### config.mk
export PLATFORM = sky130hd
export DESIGN_NAME = i2c_cond_seq
export DESIGN_NICKNAME = d
export VERILOG_FILES = /design/src/rtl/i2c_cond_pkg.sv /design/src/rtl/cond_phase_timer.sv /design/src/rtl/cond_sticky_flag.sv /design/src/rtl/i2c_cond_seq.sv
export SDC_FILE = /design/constraint.sdc
export NUM_CORES = 1
export LEC_CHECK = 0
export BUFFER_PORTS_ARGS = -buffer_cell sky130_fd_sc_hd__buf_4
export CORE_ASPECT_RATIO = 1.5
export CORE_MARGIN = 10
export CORE_UTILIZATION = 56
export CTS_BUF_LIST = sky130_fd_sc_hd__clkbuf_2
export CTS_CLUSTER_DIAMETER = 60
export DETAILED_ROUTE_END_ITERATION = 10
export HOLD_SLACK_MARGIN = 0.02
export MAX_ROUTING_LAYER = met4
export PLACE_DENSITY_LB_ADDON = 0.08
export RECOVER_POWER = 50
export SYNTH_ARGS = -nofsm -noshare
export SYNTH_HDL_FRONTEND = slang
export SYNTH_SLANG_ARGS = --single-unit
### constraint.sdc
create_clock -name clk -period 6.01 [get_ports clk]
set_input_delay 0.3005 -clock clk [delete_from_list [all_inputs] [get_ports clk]]
set_output_delay 0.3005 -clock clk [all_outputs]
set_load 0.1 [all_outputs]
### src/rtl/i2c_cond_pkg.sv
package i2c_cond_pkg;

  typedef enum logic [3:0] {
    ST_IDLE,
    ST_SHOLD,
    ST_OWNED,
    ST_PLOW,
    ST_PSETUP,
    ST_PFREE,
    ST_RLOW,
    ST_RSETUP,
    ST_RHOLD
  } cond_state_e;

  // {scl_pull, sda_pull} for each phase; 1 = drive low
  function automatic logic [1:0] line_pulls(input cond_state_e s);
    case (s)
      ST_SHOLD:  return 2'b01;
      ST_OWNED:  return 2'b11;
      ST_PLOW:   return 2'b11;
      ST_PSETUP: return 2'b01;
      ST_RLOW:   return 2'b10;
      ST_RHOLD:  return 2'b01;
      default:   return 2'b00;
    endcase
  endfunction

endpackage

### src/rtl/cond_phase_timer.sv
module cond_phase_timer #(
  parameter int CW = 8
) (
  input  logic          clk,
  input  logic          rst_n,
  input  logic          load,
  input  logic [CW-1:0] load_val,
  output logic          expire
);
  localparam logic [CW-1:0] ONE = CW'(1);

  // a programmed zero still yields one cycle of phase
  function automatic logic [CW-1:0] phase_len(input logic [CW-1:0] v);
    return (v == '0) ? ONE : v;
  endfunction

  logic [CW-1:0] cnt;

  always_ff @(posedge clk or negedge rst_n) begin
    if (!rst_n)          cnt <= ONE;
    else if (load)       cnt <= phase_len(load_val);
    else if (cnt > ONE)  cnt <= cnt - ONE;
  end

  assign expire = (cnt == ONE);


  cnt_nonzero_chk: assert property (@(posedge clk) disable iff (!rst_n)
    cnt != '0);


  load_len_chk: assert property (@(posedge clk) disable iff (!rst_n)
    load |=> cnt == phase_len($past(load_val)));

endmodule

### src/rtl/cond_sticky_flag.sv
module cond_sticky_flag (
  input  logic clk,
  input  logic rst_n,
  input  logic set_i,
  input  logic clr_i,
  output logic flag_o
);
  always_ff @(posedge clk or negedge rst_n) begin
    if (!rst_n)      flag_o <= 1'b0;
    else if (set_i)  flag_o <= 1'b1;
    else if (clr_i)  flag_o <= 1'b0;
  end


  set_wins_chk: assert property (@(posedge clk) disable iff (!rst_n)
    set_i |=> flag_o);


  clr_only_chk: assert property (@(posedge clk) disable iff (!rst_n)
    (clr_i && !set_i) |=> !flag_o);

endmodule

### src/rtl/i2c_cond_seq.sv
module i2c_cond_seq
  import i2c_cond_pkg::*;
#(
  parameter int CW = 8
) (
  input  logic          clk,
  input  logic          rst_n,
  input  logic [CW-1:0] t_start_hold,
  input  logic [CW-1:0] t_rs_hold,
  input  logic [CW-1:0] t_rs_setup,
  input  logic [CW-1:0] t_data_setup,
  input  logic [CW-1:0] t_stop_setup,
  input  logic [CW-1:0] t_bus_free,
  input  logic          req_start,
  input  logic          req_stop,
  input  logic          req_rstart,
  input  logic          shifter_idle,
  input  logic          clr_stop,
  input  logic          clr_rstart,
  output logic          scl_pull,
  output logic          sda_pull,
  output logic          busy,
  output logic          stop_flag,
  output logic          rstart_flag
);
  cond_state_e   state, state_n;
  logic          pend_start, pend_stop, pend_rs;
  logic          bus_owned, want_start, want_stop, want_rs;
  logic          phase_exp, phase_load;
  logic [CW-1:0] phase_val;
  logic          stop_done, rs_done;

  assign bus_owned  = state inside {ST_SHOLD, ST_OWNED, ST_RLOW, ST_RSETUP, ST_RHOLD};
  assign want_start = pend_start | req_start;
  assign want_stop  = pend_stop | (req_stop & bus_owned);
  assign want_rs    = pend_rs | (req_rstart & bus_owned);

  always_comb begin
    state_n = state;
    case (state)
      ST_IDLE:   if (want_start) state_n = ST_SHOLD;
      ST_SHOLD:  if (phase_exp) state_n = ST_OWNED;
      ST_OWNED: begin
        if (shifter_idle && want_stop)    state_n = ST_PLOW;
        else if (shifter_idle && want_rs) state_n = ST_RLOW;
      end
      ST_PLOW:   if (phase_exp) state_n = ST_PSETUP;
      ST_PSETUP: if (phase_exp) state_n = ST_PFREE;
      ST_PFREE:  if (phase_exp) state_n = ST_IDLE;
      ST_RLOW:   if (phase_exp) state_n = ST_RSETUP;
      ST_RSETUP: if (phase_exp) state_n = ST_RHOLD;
      ST_RHOLD:  if (phase_exp) state_n = ST_OWNED;
      default:   state_n = ST_IDLE;
    endcase
  end

  always_comb begin
    case (state_n)
      ST_SHOLD:         phase_val = t_start_hold;
      ST_PLOW, ST_RLOW: phase_val = t_data_setup;
      ST_PSETUP:        phase_val = t_stop_setup;
      ST_PFREE:         phase_val = t_bus_free;
      ST_RSETUP:        phase_val = t_rs_setup;
      ST_RHOLD:         phase_val = t_rs_hold;
      default:          phase_val = '0;
    endcase
  end

  assign phase_load = (state_n != state);
  assign stop_done  = (state == ST_PSETUP) && (state_n == ST_PFREE);
  assign rs_done    = (state == ST_RHOLD) && (state_n == ST_OWNED);

  always_ff @(posedge clk or negedge rst_n) begin
    if (!rst_n) begin
      state      <= ST_IDLE;
      pend_start <= 1'b0;
      pend_stop  <= 1'b0;
      pend_rs    <= 1'b0;
    end else begin
      state      <= state_n;
      pend_start <= (state_n == ST_SHOLD) ? 1'b0 : want_start;
      pend_stop  <= (state_n == ST_PLOW) ? 1'b0 : want_stop;
      pend_rs    <= (state_n == ST_PLOW || state_n == ST_RLOW) ? 1'b0 : want_rs;
    end
  end

  assign {scl_pull, sda_pull} = line_pulls(state);
  assign busy = (state != ST_IDLE);

  cond_phase_timer #(.CW(CW)) u_timer (
    .clk      (clk),
    .rst_n    (rst_n),
    .load     (phase_load),
    .load_val (phase_val),
    .expire   (phase_exp)
  );

  cond_sticky_flag u_stop_flag (
    .clk    (clk),
    .rst_n  (rst_n),
    .set_i  (stop_done),
    .clr_i  (clr_stop),
    .flag_o (stop_flag)
  );

  cond_sticky_flag u_rs_flag (
    .clk    (clk),
    .rst_n  (rst_n),
    .set_i  (rs_done),
    .clr_i  (clr_rstart),
    .flag_o (rstart_flag)
  );


  one_line_chk: assert property (@(posedge clk) disable iff (!rst_n)
    (scl_pull != $past(scl_pull)) |-> (sda_pull == $past(sda_pull)));


  wait_engine_chk: assert property (@(posedge clk) disable iff (!rst_n)
    (state == ST_OWNED && !shifter_idle) |=> state == ST_OWNED);


  start_from_idle_chk: assert property (@(posedge clk) disable iff (!rst_n)
    (state == ST_SHOLD && $past(state) != ST_SHOLD) |-> $past(state) == ST_IDLE && !$past(busy));


  idle_ignore_chk: assert property (@(posedge clk) disable iff (!rst_n)
    (state == ST_IDLE) |=> !pend_stop && !pend_rs);


  stop_flag_chk: assert property (@(posedge clk) disable iff (!rst_n)
    stop_done |=> stop_flag && busy && !scl_pull && !sda_pull);

endmodule

# Word level (Yosys, flattened, before mapping)
# Index checks and enable logic that the tools add are counted.
dict set report word_totals {
  ff_bits 17
  input_bits 56
  output_inout_bits 5
  word_cells 70
}
dict set report op_classes {
  add_sub_neg 1
  magnitude_cmp 1
  n_eq_ne 18
  n_mux 22
  bitwise 5
  n_reduce_logical 16
}
# operator n
set op_table {}
lappend op_table {{$pmux W8 S6} 1}
lappend op_table {{$mux W4} 9}
lappend op_table {{$eq A4 B3 Y1 const B} 8}
lappend op_table {{$pmux W4 S8} 1}
lappend op_table {{$mux W8} 3}
lappend op_table {{$eq A4 B2 Y1 const B} 4}
lappend op_table {{$eq A4 B1 Y1 const B} 2}
lappend op_table {{$eq A4 B4 Y1 const B} 2}
lappend op_table {{$eq A8 B1 Y1 const B} 1}
lappend op_table {{$gt A8 B1 Y1 const B} 1}
lappend op_table {{$logic_not A8 Y1} 1}
lappend op_table {{$sub A8 B1 Y8 const B} 1}
lappend op_table {{$mux W1} 7}
lappend op_table {{$pmux W2 S3} 1}
lappend op_table {{$reduce_bool A2 Y1} 3}
lappend op_table {{$reduce_or A2 Y1} 3}
lappend op_table {{$reduce_bool A5 Y1} 1}
lappend op_table {{$logic_and A1 B1 Y1} 4}
lappend op_table {{$logic_not A4 Y1} 1}
lappend op_table {{$ne A4 B4 Y1} 1}
lappend op_table {{$reduce_bool A4 Y1} 1}
lappend op_table {{$or A1 B1 Y1} 3}
lappend op_table {{$reduce_or A3 Y1} 1}
lappend op_table {{$and A1 B1 Y1} 2}
lappend op_table {{$logic_or A1 B1 Y1} 1}

# Depth between registers and ports, before layout
# Gate-level depths: netlist of the first run.
dict set report logic_depth {
  ltp_word 14
  ltp_mapped 12
  depth_no_buf 11
}

# By module
# A second synthesis of the first run with hierarchy kept.
dict set report hier_totals {
  cells_unflattened 210
  area_unflattened_um2 1742.9
}
# module n_inst cells_each area_per_inst_um2 seq_area_each_um2
set modules_own_cells {}
lappend modules_own_cells {i2c_cond_seq 1 143 1126.1 175.2}
lappend modules_own_cells {cond_phase_timer 1 61 544.3 201.4}
lappend modules_own_cells {cond_sticky_flag 2 3 36.3 25.0}

# Worst setup path after synthesis of the first run
# Ideal clock, no wire load.
dict set report synth_timing {
  path_type {reg-to-reg}
  from {register u_timer.cnt[0]}
  to {register u_timer.cnt[6]}
  setup_ns 0.119
  t_arrival_ns 2.647
  required_time_ns 5.891
  slack_ns 3.244
  path_stages_with_launch 11
  n_path_buf 1
  period_less_slack_ns 2.766
  path_cell_list {dfstp_2 > ha_1 > nor3b_2 > a211o_1 > o311ai_1 > nor2_1 > clkbuf_1 > o211ai_1 > nor4_2 > o22ai_1 > and2_1}
}
dict set report synth_via {
  elab_chain_len 9
  elab_cells_between_ends 25
  classes_between {1 x add/sub; 1 x order compare; 9 x eq/ne; 11 x mux; 3 x reduce/logical}
}
# item line_no
set synth_lines {}
lappend synth_lines {{from (decl)} cond_phase_timer.sv:17} ;# logic [CW-1:0] cnt;
lappend synth_lines {{from (signal assigned)} cond_phase_timer.sv:21} ;# else if (load) cnt <= phase_len(load_val);
lappend synth_lines {{from (signal assigned)} cond_phase_timer.sv:22} ;# else if (cnt > ONE) cnt <= cnt - ONE;
lappend synth_lines {{$eq A8 B1 Y1} cond_phase_timer.sv:25} ;# assign expire = (cnt == ONE);
lappend synth_lines {{$mux W4 (tied with other cells)} {i2c_cond_seq.sv:42, i2c_cond_seq.sv:52}}
lappend synth_lines {{$pmux W4 S8} i2c_cond_seq.sv:40} ;# case (state)
lappend synth_lines {{$eq A4 B2 Y1 / $eq A4 B3 Y1 (equally long branches)} i2c_cond_seq.sv:58} ;# case (state_n)
lappend synth_lines {{$reduce_or A2 Y1} i2c_cond_seq.sv:58}
lappend synth_lines {{$pmux W8 S6} i2c_cond_seq.sv:58}
lappend synth_lines {{$logic_not A8 Y1} cond_phase_timer.sv:14} ;# return (v == '0) ? ONE : v;
lappend synth_lines {{$mux W8} cond_phase_timer.sv:14}
lappend synth_lines {{$mux W8} cond_phase_timer.sv:21}
# Parallel ways exist; a longest one is shown, timed or not. The select of a mux whose other input is x is not followed.
# A chain may end at the register's enable or synchronous reset.

# Worst setup path in the final report of the first run
dict set report layout_timing {
  from {register state[3]}
  to {register u_timer.cnt[7]}
}
dict set report layout_via {
  elab_chain_len 14
  elab_cells_between_ends 41
  classes_between {16 x eq/ne; 13 x mux; 4 x bitwise; 8 x reduce/logical}
}
# item line_no
set layout_lines {}
lappend layout_lines {{from (decl)} i2c_cond_seq.sv:26} ;# cond_state_e state, state_n;
lappend layout_lines {{from (signal assigned)} i2c_cond_seq.sv:80} ;# state <= state_n;
lappend layout_lines {{$eq A4 B1 Y1 (tied with other cells)} {i2c_cond_seq.sv:33, i2c_cond_seq.sv:40}}
lappend layout_lines {{$reduce_bool A5 Y1} i2c_cond_seq.sv:33} ;# assign bus_owned = state inside {ST_SHOLD, ST_OWNED, ST_RLOW, ST_RSETUP, ST_RHOLD};
lappend layout_lines {{$and A1 B1 Y1} i2c_cond_seq.sv:36} ;# assign want_rs = pend_rs | (req_rstart & bus_owned);
lappend layout_lines {{$or A1 B1 Y1} i2c_cond_seq.sv:36}
lappend layout_lines {{$logic_and A1 B1 Y1} i2c_cond_seq.sv:45} ;# else if (shifter_idle && want_rs) state_n = ST_RLOW;
lappend layout_lines {{$mux W4} i2c_cond_seq.sv:45}
lappend layout_lines {{$mux W4} i2c_cond_seq.sv:44} ;# if (shifter_idle && want_stop) state_n = ST_PLOW;
lappend layout_lines {{$pmux W4 S8} i2c_cond_seq.sv:40}
lappend layout_lines {{$eq A4 B2 Y1 / $eq A4 B3 Y1 (equally long branches)} i2c_cond_seq.sv:58}
lappend layout_lines {{$reduce_or A2 Y1} i2c_cond_seq.sv:58}
lappend layout_lines {{$pmux W8 S6} i2c_cond_seq.sv:58}
lappend layout_lines {{$logic_not A8 Y1} cond_phase_timer.sv:14}
lappend layout_lines {{$mux W8} cond_phase_timer.sv:14}
lappend layout_lines {{$mux W8} cond_phase_timer.sv:21}
# Parallel ways exist; a longest one is shown, timed or not.

==> impl_metrics.sql, run 1 <==
INSERT INTO impl_metrics (metric_group, metric, value, unit) VALUES
('run_status', 'outcome', 'finished clean', ''),
('global_route', 'grt_antenna_before_repair', '0', ''),
('placed_design', 'placement.io_buffers', '60', ''),
('critical_path', 'criticalPathCategory', 'register to register', ''),
('final_layout', 'final_cell_count_no_fill', '311', ''),
('drt', 'initial_drc_count', '166', ''),
('worst_hold_path', 'hold_path.startpoint', 'clr_rstart', ''),
('logic_synthesis', 'netlist_top_cells_count', 'sky130_fd_sc_hd__nand2_1, sky130_fd_sc_hd__a21oi_1, sky130_fd_sc_hd__dfrtp_1', ''),
('placed_design', 'dpl_cell_area', '0.00221', 'sq mm'),
('drt', 'detail_route.wl_per_cell', '18.9', 'um'),
('floorplanning', 'num_io_pins', '61', ''),
('logic_synthesis', 'synth.area.top_cells', 'sky130_fd_sc_hd__dfrtp_1, sky130_fd_sc_hd__nand2_1, sky130_fd_sc_hd__a21oi_1', ''),
('sta', 'final-max-slew-violation-count', '0', ''),
('sta', 'layout_setup_ws', '2.80', 'ns'),
('logic_synthesis', 'async_reset_ff_frac', '1.00', ''),
('sta', 'fin_tns_setup', '0', 'ns'),
('sta', 'worst_hold_slack', '0.112', 'ns'),
('logic_synthesis', 'yosysTopAreaCell', 'sky130_fd_sc_hd__dfrtp_1', ''),
('clocking', 'clk-insertion-delay-late', '0.35', 'ns'),
('worst_hold_path', 'timing.hold.worst.class', 'input pin to register', ''),
('global_route', 'largest_net_degree_at_the_start_of_global_routing', '18', ''),
('clocking', 'numClockSinks', '17', ''),
('critical_path', 'cp_max_fo', '16', ''),
('critical_path', 'path_cells', 'nor3b_1 -> o41ai_2 -> a2111oi_4 -> a211o_2 -> a21oi_1 -> nor4_2 -> o22ai_1 -> and2_1', ''),
('global_route', 'first_global_vias', '1971', ''),
('critical_path', 'crit_path_start', 'state[3]$_DFF_PN0_', ''),
('logic_synthesis', 'number_of_standard_cells_after_synthesis', '217', ''),
('clocking', 'tritoncts', 'done', ''),
('floorplanning', 'die-area', '0.00582', 'sq mm'),
('critical_path', 'critical_path_required', '6.29', 'ns'),
('pwr', 'power_density', '96.7', 'mW/mm^2'),
('pwr', 'total_power', '216', 'uW'),
('drt', 'drt_pre_antenna_iters', '4', ''),
('floorplanning', 'die_x', '65.7', 'um'),
('global_route', 'groute.layer.met2.usage', '0.363', ''),
('drt', 'routed_wl', '5870', 'um'),
('placed_design', 'detailedPlacementHpwl', '4820', 'um'),
('logic_synthesis', 'synthDominantCellAreaShare', '0.228', ''),
('final_layout', 'footprint_of_the_multi_input_gates', '0.00124', 'sq mm'),
('final_layout', 'antenna_cells_inserted', '0', ''),
('logic_synthesis', 'synth.distinct_cells', '60', ''),
('floorplanning', 'placementRows', '24', ''),
('sta', 'setup_viol', '0', ''),
('sta', 'timing_worst_slew_pin_value', '1.17', 'ns'),
('pwr', 'p_leak', '0.950', 'nW'),
('critical_path', 'setup.worst_path.start_class', 'register', ''),
('flow_run', 'maxCapViolCount', '0', ''),
('critical_path', 'cp_slowest_cell', 'sky130_fd_sc_hd__a2111oi_4', ''),
('floorplanning', 'die_height', '88.5', 'um'),
('logic_synthesis', 'yosys_warns', '0', ''),
('global_route', 'use_met1', '0.222', ''),
('final_layout', 'fin_area', '0.00223', 'sq mm'),
('sta', 'clock-skew-final', '0.0330', 'ns'),
('placed_design', 'placedCellCount', '306', ''),
('clocking', 'cts_buffers', '3', ''),
('critical_path', 'rr_startpoint', 'state[3]$_DFF_PN0_', ''),
('clocking', 'cts_resized', '0', ''),
('logic_synthesis', 'synth_top_flop_cell', 'sky130_fd_sc_hd__dfrtp_1', ''),
('clocking', 'htreeDepth', '1', ''),
('pwr', 'peakVddDrop', '100', 'uV'),
('critical_path', 'worst_stage_delay_on_the_critical_path', '0.62', 'ns'),
('global_route', 'grt_overflow_total', '0', ''),
('sta', 'finalCriticalPeriod', '3.21', 'ns'),
('final_layout', 'ff_latch_area', '427', 'sq um'),
('global_route', 'all_layer_gr_usage', '0.206', ''),
('logic_synthesis', 'synth-seq-cells', '17', ''),
('critical_path', 'cp.arrival', '3.48', 'ns'),
('global_route', 'grt_pass1_wl', '9430', 'um'),
('drt', 'via_per_inst', '6.24', ''),
('sta', 'min_period_over_period', '0.533', ''),
('drt', 'detail_route.drc_violations', '0', '');
## layout make-up
class | instances | share of cell area
multi-input combinational | 178 | 0.554
timing repair buffer | 62 | 0.205
sequential | 17 | 0.191
tap | 39 | 0.0219
inverter | 11 | 0.0185
clock buffer | 3 | 0.00673
clock inverter | 1 | 0.00336
## logic make-up after synthesis
family | count (synthesis) | share of synthesized area
fa+ha+maj | 2 | 0.0143
simple gates | 108 | 0.372
xor+xnor | 8 | 0.0399
flops | 17 | 0.243
buf+inv | 22 | 0.0521
mux | 3 | 0.0207
compound gates | 57 | 0.258
## state kept, by name, indices dropped and copies added, names as in the netlist
signal	cells
pend_rs	1
pend_start	1
pend_stop	1
state	4
u_rs_flag.flag_o	1
u_stop_flag.flag_o	1
u_timer.cnt	8
## placed cells by master (no fill, tap or decap), types with 2 or more instances in the layout
cell type / count
sky130_fd_sc_hd__a211o_1: 2
sky130_fd_sc_hd__a21oi_1: 16
sky130_fd_sc_hd__a22oi_1: 2
sky130_fd_sc_hd__and2_1: 6
sky130_fd_sc_hd__and3_1: 6
sky130_fd_sc_hd__buf_4: 58
sky130_fd_sc_hd__clkbuf_1: 3
sky130_fd_sc_hd__clkbuf_2: 3
sky130_fd_sc_hd__dfrtp_1: 16
sky130_fd_sc_hd__ha_1: 2
sky130_fd_sc_hd__inv_1: 10
sky130_fd_sc_hd__nand2_1: 29
sky130_fd_sc_hd__nand2b_1: 2
sky130_fd_sc_hd__nand3_1: 6
sky130_fd_sc_hd__nand3b_1: 2
sky130_fd_sc_hd__nand4_1: 11
sky130_fd_sc_hd__nor2_1: 15
sky130_fd_sc_hd__nor2b_1: 3
sky130_fd_sc_hd__nor3_1: 5
sky130_fd_sc_hd__nor4_2: 6
sky130_fd_sc_hd__nor4b_2: 2
sky130_fd_sc_hd__o211ai_1: 8
sky130_fd_sc_hd__o22ai_1: 10
sky130_fd_sc_hd__o311a_1: 2
sky130_fd_sc_hd__o41a_1: 2
sky130_fd_sc_hd__o41ai_2: 2
sky130_fd_sc_hd__or3_1: 2
sky130_fd_sc_hd__xnor2_1: 6
sky130_fd_sc_hd__xor2_1: 2
## per-layer routing
layer  up-vias  wire [um]
met5         -          0
met2        83       3090
li1        936          -
met3        16        338
met1       906       2300
met4         0        142
## where the power goes
group	internal [mW]	total, mW	leakage (nW)	switching [mW]
Combinational	0.0270	0.0404	0.740	0.0135
Sequential	0.115	0.115	0.197	0.0000000000000000358
Clock	0.0155	0.0609	0.0126	0.0454
## path summary, 6_finish.rpt
check / end / slack (ns) / cells past startpoint
hold reg to reg: u_stop_flag.flag_o$_DFFE_PN0P_ / 0.54 / 2
max in group asynchronous: pend_stop$_DFF_PN0_ / 4.82 / 2
setup / recovery: u_timer.cnt[7]$_DFFE_PN0P_ / 2.80 / 8
setup reg to reg: u_timer.cnt[7]$_DFFE_PN0P_ / 2.80 / 8
hold / removal: u_rs_flag.flag_o$_DFFE_PN0P_ / 0.11 / 2
min in group asynchronous: u_timer.cnt[1]$_DFFE_PN0P_ / 0.57 / 2
## critical path, delay by kind of cell (launching register included)
family	cells	cell delay [ns]
AOI/OAI and AO/OA	5	1.31
DFF	1	0.61
and+or+nand+nor	3	1.21
## repair_timing
action,4_1_cts,5_1_grt
buffers inserted,0,0
hold endpoints to repair,16,0
endpoints found under the setup margin,0,0
hold buffers,1,0
Power figures use the tool's default switching activity.
==> run 2, diff against run 1 <==
- CORE_UTILIZATION: 56 -> 47
- clock period: 6.01 -> 2.8 ns (I/O delays scaled with it)
==> run 2 against run 1 <==
Against the previous run: cell area grew 25%; count of clock-buffer cells in the layout unchanged; cell count is 16% higher; worst hold slack improved by 0.0032 ns; utilization up 1.5 points; combinational power is 140% higher; clock power grew 97%; global-route usage down 0.49 points; sequential share of layout area decreased by 3.7 points; register-to-register slack worse by 2.7 ns; largest power group unchanged.
==> impl_metrics.sql, run 2 (synthesized netlist as in run 1, its figures left out) <==
INSERT INTO impl_metrics (metric_group, metric, value, unit) VALUES
('placed_design', 'post-place-ws', '-0.139', 'ns'),
('final_layout', 'registers.top_by_ff_count', 'u_timer.cnt', ''),
('final_layout', 'layout.nets', '376', ''),
('pwr', 'power.sequential.fraction', '0.531', ''),
('drt', 'detail_route.drc_violations', '0', ''),
('critical_path', 'cp_num_buf_inv', '3', ''),
('placed_design', 'globalplace.congestion', '0.875', ''),
('global_route', 'grt_antenna_before_repair', '0', ''),
('flow_run', 'maxCapViolCount', '0', ''),
('clocking', 'tritoncts', 'done', ''),
('sta', 'timing.slew.headroom', '0.330', ''),
('final_layout', 'layout_commonest_cell', 'sky130_fd_sc_hd__buf_4', ''),
('clocking', 'clk-insertion-delay-late', '0.33', 'ns'),
('sta', 'setup_viol', '0', ''),
('drt', 'postRouteAntennaNets', '0', ''),
('sta', 'timing.final.hold_violations', '0', ''),
('critical_path', 'path_cells', 'ha_4 -> nor3b_4 -> nand3_2 -> mux2_4 -> buf_6 -> nor2_4 -> clkinv_4 -> o32ai_4 -> buf_4 -> o22ai_1 -> and2_1', ''),
('pwr', 'internal-power', '343', 'uW'),
('sta', 'min_period_over_period', '0.977', ''),
('critical_path', 'cpLargestDelayFamily', 'simple AND/OR/NAND/NOR gates', ''),
('critical_path', 'worst_stage_delay_on_the_critical_path', '0.60', 'ns'),
('sta', 'final-max-slew-violation-count', '0', ''),
('sta', 'clock-skew-final', '0.0184', 'ns'),
('placed_design', 'placement.io_buffers', '60', ''),
('final_layout', 'largest_register_ff_count', '8', ''),
('placed_design', 'detailedPlacementHpwl', '5150', 'um'),
('final_layout', 'final_cell_mix', 'sky130_fd_sc_hd__buf_4, sky130_fd_sc_hd__nand2_1, sky130_fd_sc_hd__nor2_1, sky130_fd_sc_hd__a21oi_1, sky130_fd_sc_hd__dfrtp_1', ''),
('drt', 'route.vias.total', '2217', ''),
('pwr', 'netSwitchingFraction', '0.259', ''),
('drt', 'met2RoutedLength', '3670', 'um'),
('clocking', 'path_clk_slew', '0.19', 'ns'),
('drt', 'drt-met1-wl', '2690', 'um'),
('critical_path', 'kind_of_end_point_of_the_critical_path', 'register', ''),
('global_route', 'largest_net_degree_at_the_start_of_global_routing', '18', ''),
('sta', 'unrepaired_setup_endpoints_after_global_routing', 'yes', ''),
('pwr', 'p_leak', '1.22', 'nW'),
('drt', 'drt_pre_antenna_iters', '4', ''),
('critical_path', 'cp_max_fo', '7', ''),
('critical_path', 'critical_path_required', '3.05', 'ns'),
('floorplanning', 'num_io_pins', '61', ''),
('pwr', 'clockPowerShare', '0.260', ''),
('global_route', 'grt_pass1_wl', '10900', 'um'),
('floorplanning', 'starting_density_of_the_core', '0.481', ''),
('sta', 'worst_hold_slack', '0.115', 'ns'),
('clocking', 'htreeDepth', '1', ''),
('floorplanning', 'fp.coreArea', '0.00365', 'sq mm'),
('critical_path', 'setup.worst_path.start_class', 'register', ''),
('sta', 'finalCriticalPeriod', '2.74', 'ns'),
('floorplanning', 'die-area', '0.00663', 'sq mm'),
('drt', 'routed_wl', '6950', 'um'),
('final_layout', 'layout_cell_share_with_drive_strength_beyond_1', '0.483', ''),
('pwr', 'combPwrFrac', '0.209', ''),
('run_status', 'outcome', 'finished clean', ''),
('critical_path', 'cp.arrival', '2.99', 'ns'),
('drt', 'detail_route.wl_per_cell', '19.2', 'um'),
('pwr', 'total_power', '463', 'uW'),
('clocking', 'cts_buffers', '3', ''),
('clocking', 'clock_tree_buffer_depth', '2', ''),
('critical_path', 'cp_slowest_cell', 'sky130_fd_sc_hd__dfstp_2', ''),
('clocking', 'clk_root_buffer_cell', 'sky130_fd_sc_hd__clkbuf_2', ''),
('global_route', 'all_layer_gr_usage', '0.202', ''),
('clocking', 'numClockSinks', '17', ''),
('sta', 'fin_tns_setup', '0', 'ns'),
('global_route', 'first_global_vias', '2326', ''),
('drt', 'initial_drc_count', '104', ''),
('sta', 'timing_worst_slew_pin_value', '1.00', 'ns'),
('final_layout', 'area_overhead_of_the_layout_relative_to_synthesis', '59.3', '%'),
('global_route', 'grt_overflow_total', '0', ''),
('drt', 'via_per_inst', '6.14', ''),
('floorplanning', 'die_x', '69.9', 'um'),
('worst_hold_path', 'timing.hold.worst.class', 'input pin to register', ''),
('sta', 'fmax', '0.365', 'GHz'),
('critical_path', 'criticalPathCategory', 'register to register', ''),
('drt', 'wl_met3', '299', 'um'),
('sta', 'layout_setup_ws', '0.0640', 'ns'),
('pwr', 'p_sw', '120', 'uW'),
('final_layout', 'final.fill_count', '285', ''),
('final_layout', 'top_regs', 'u_timer.cnt x8, state x4', ''),
('floorplanning', 'die_height', '94.8', 'um'),
('drt', 'dr.max_layer_used', 'met4', ''),
('pwr', 'power_density', '166', 'mW/mm^2'),
('pwr', 'peakVddDrop', '180', 'uV'),
('floorplanning', 'placementRows', '27', '');
-- run 2: changes by cell type in the layout (fill, tap and decap cells not counted), sizes merged --
cell,delta
inv,-1
diode,+1
clkinv,+3
clkbuf,-1
dlygate4sd3,+2
clkinvlp,-1
buf,+43
-- run 2: power by group through the flow --
stage               Clock (mW)  Combinational (mW)  Sequential, mW
finish                   0.120              0.0970           0.246
global route             0.132               0.103           0.246
CTS                      0.118              0.0940           0.246
detailed placement           0              0.0875           0.250
global placement             0              0.0869           0.250
floorplan                    0              0.0173           0.250
-- run 2: final timing paths --
kind                                              start                           end  depth (start not counted)  slack (ns)
max                          u_timer.cnt[0]$_DFFE_PN1P_    u_timer.cnt[2]$_DFFE_PN0P_                         11        0.06
min                                            req_stop           pend_stop$_DFF_PN0_                          3        0.12
max reg2reg                  u_timer.cnt[0]$_DFFE_PN1P_    u_timer.cnt[2]$_DFFE_PN0P_                         11        0.06
min reg2reg                u_rs_flag.flag_o$_DFFE_PN0P_  u_rs_flag.flag_o$_DFFE_PN0P_                          2        0.57
max in group asynchronous                         rst_n            state[1]$_DFF_PN0_                          2        1.65
min in group asynchronous                         rst_n    u_timer.cnt[4]$_DFFE_PN0P_                          2        0.47
-- run 2: metrics by stage --
step / instance area (sq um) / std cells / utilization
after floorplan: 1750 / 217 / -
after global placement: 2460 / 342 / 0.673
after detailed placement: 2460 / 342 / 0.673
after CTS: 2580 / 351 / 0.707
after global routing: 2790 / 360 / 0.765
final: 2790 / 361 / 0.766
-- run 2: timing repair --
action,in CTS,in global routing
resized for setup,13,29
buffers inserted,2,7
setup endpoints to repair,8,8
pin swaps,5,20
hold buffers,3,0
cloned,0,2
endpoints found under the hold margin,19,0
-- run 2: metal layers --
metal  global-route usage  vias to the layer above
li1                     -                     1025
met3               0.0346                       25
met2                0.370                      101
met5                    -                        -
met4                0.107                        0
met1                0.198                     1066
-- run 2: area by class of cell --
| type | instances | area, sq um | area share |
|---|---|---|---|
| diodes | 1 | 2.50 | 0.000896 |
| clock buffers | 3 | 15.0 | 0.00537 |
| clock inverters | 1 | 5.00 | 0.00179 |
| inverters | 11 | 46.3 | 0.0166 |
| multi-input cells | 178 | 1430 | 0.510 |
| flip-flops and latches | 17 | 430 | 0.154 |
| well taps | 43 | 53.8 | 0.0193 |
| repair buffers | 106 | 811 | 0.290 |
| repair inverters | 1 | 5.00 | 0.00179 |
-- run 2: tightest hold or removal path: cells and delay by family --
family | cells | cell delay, ns
AOI/OAI and AO/OA | 2 | 0.14
buffers and inverters | 1 | 0.12
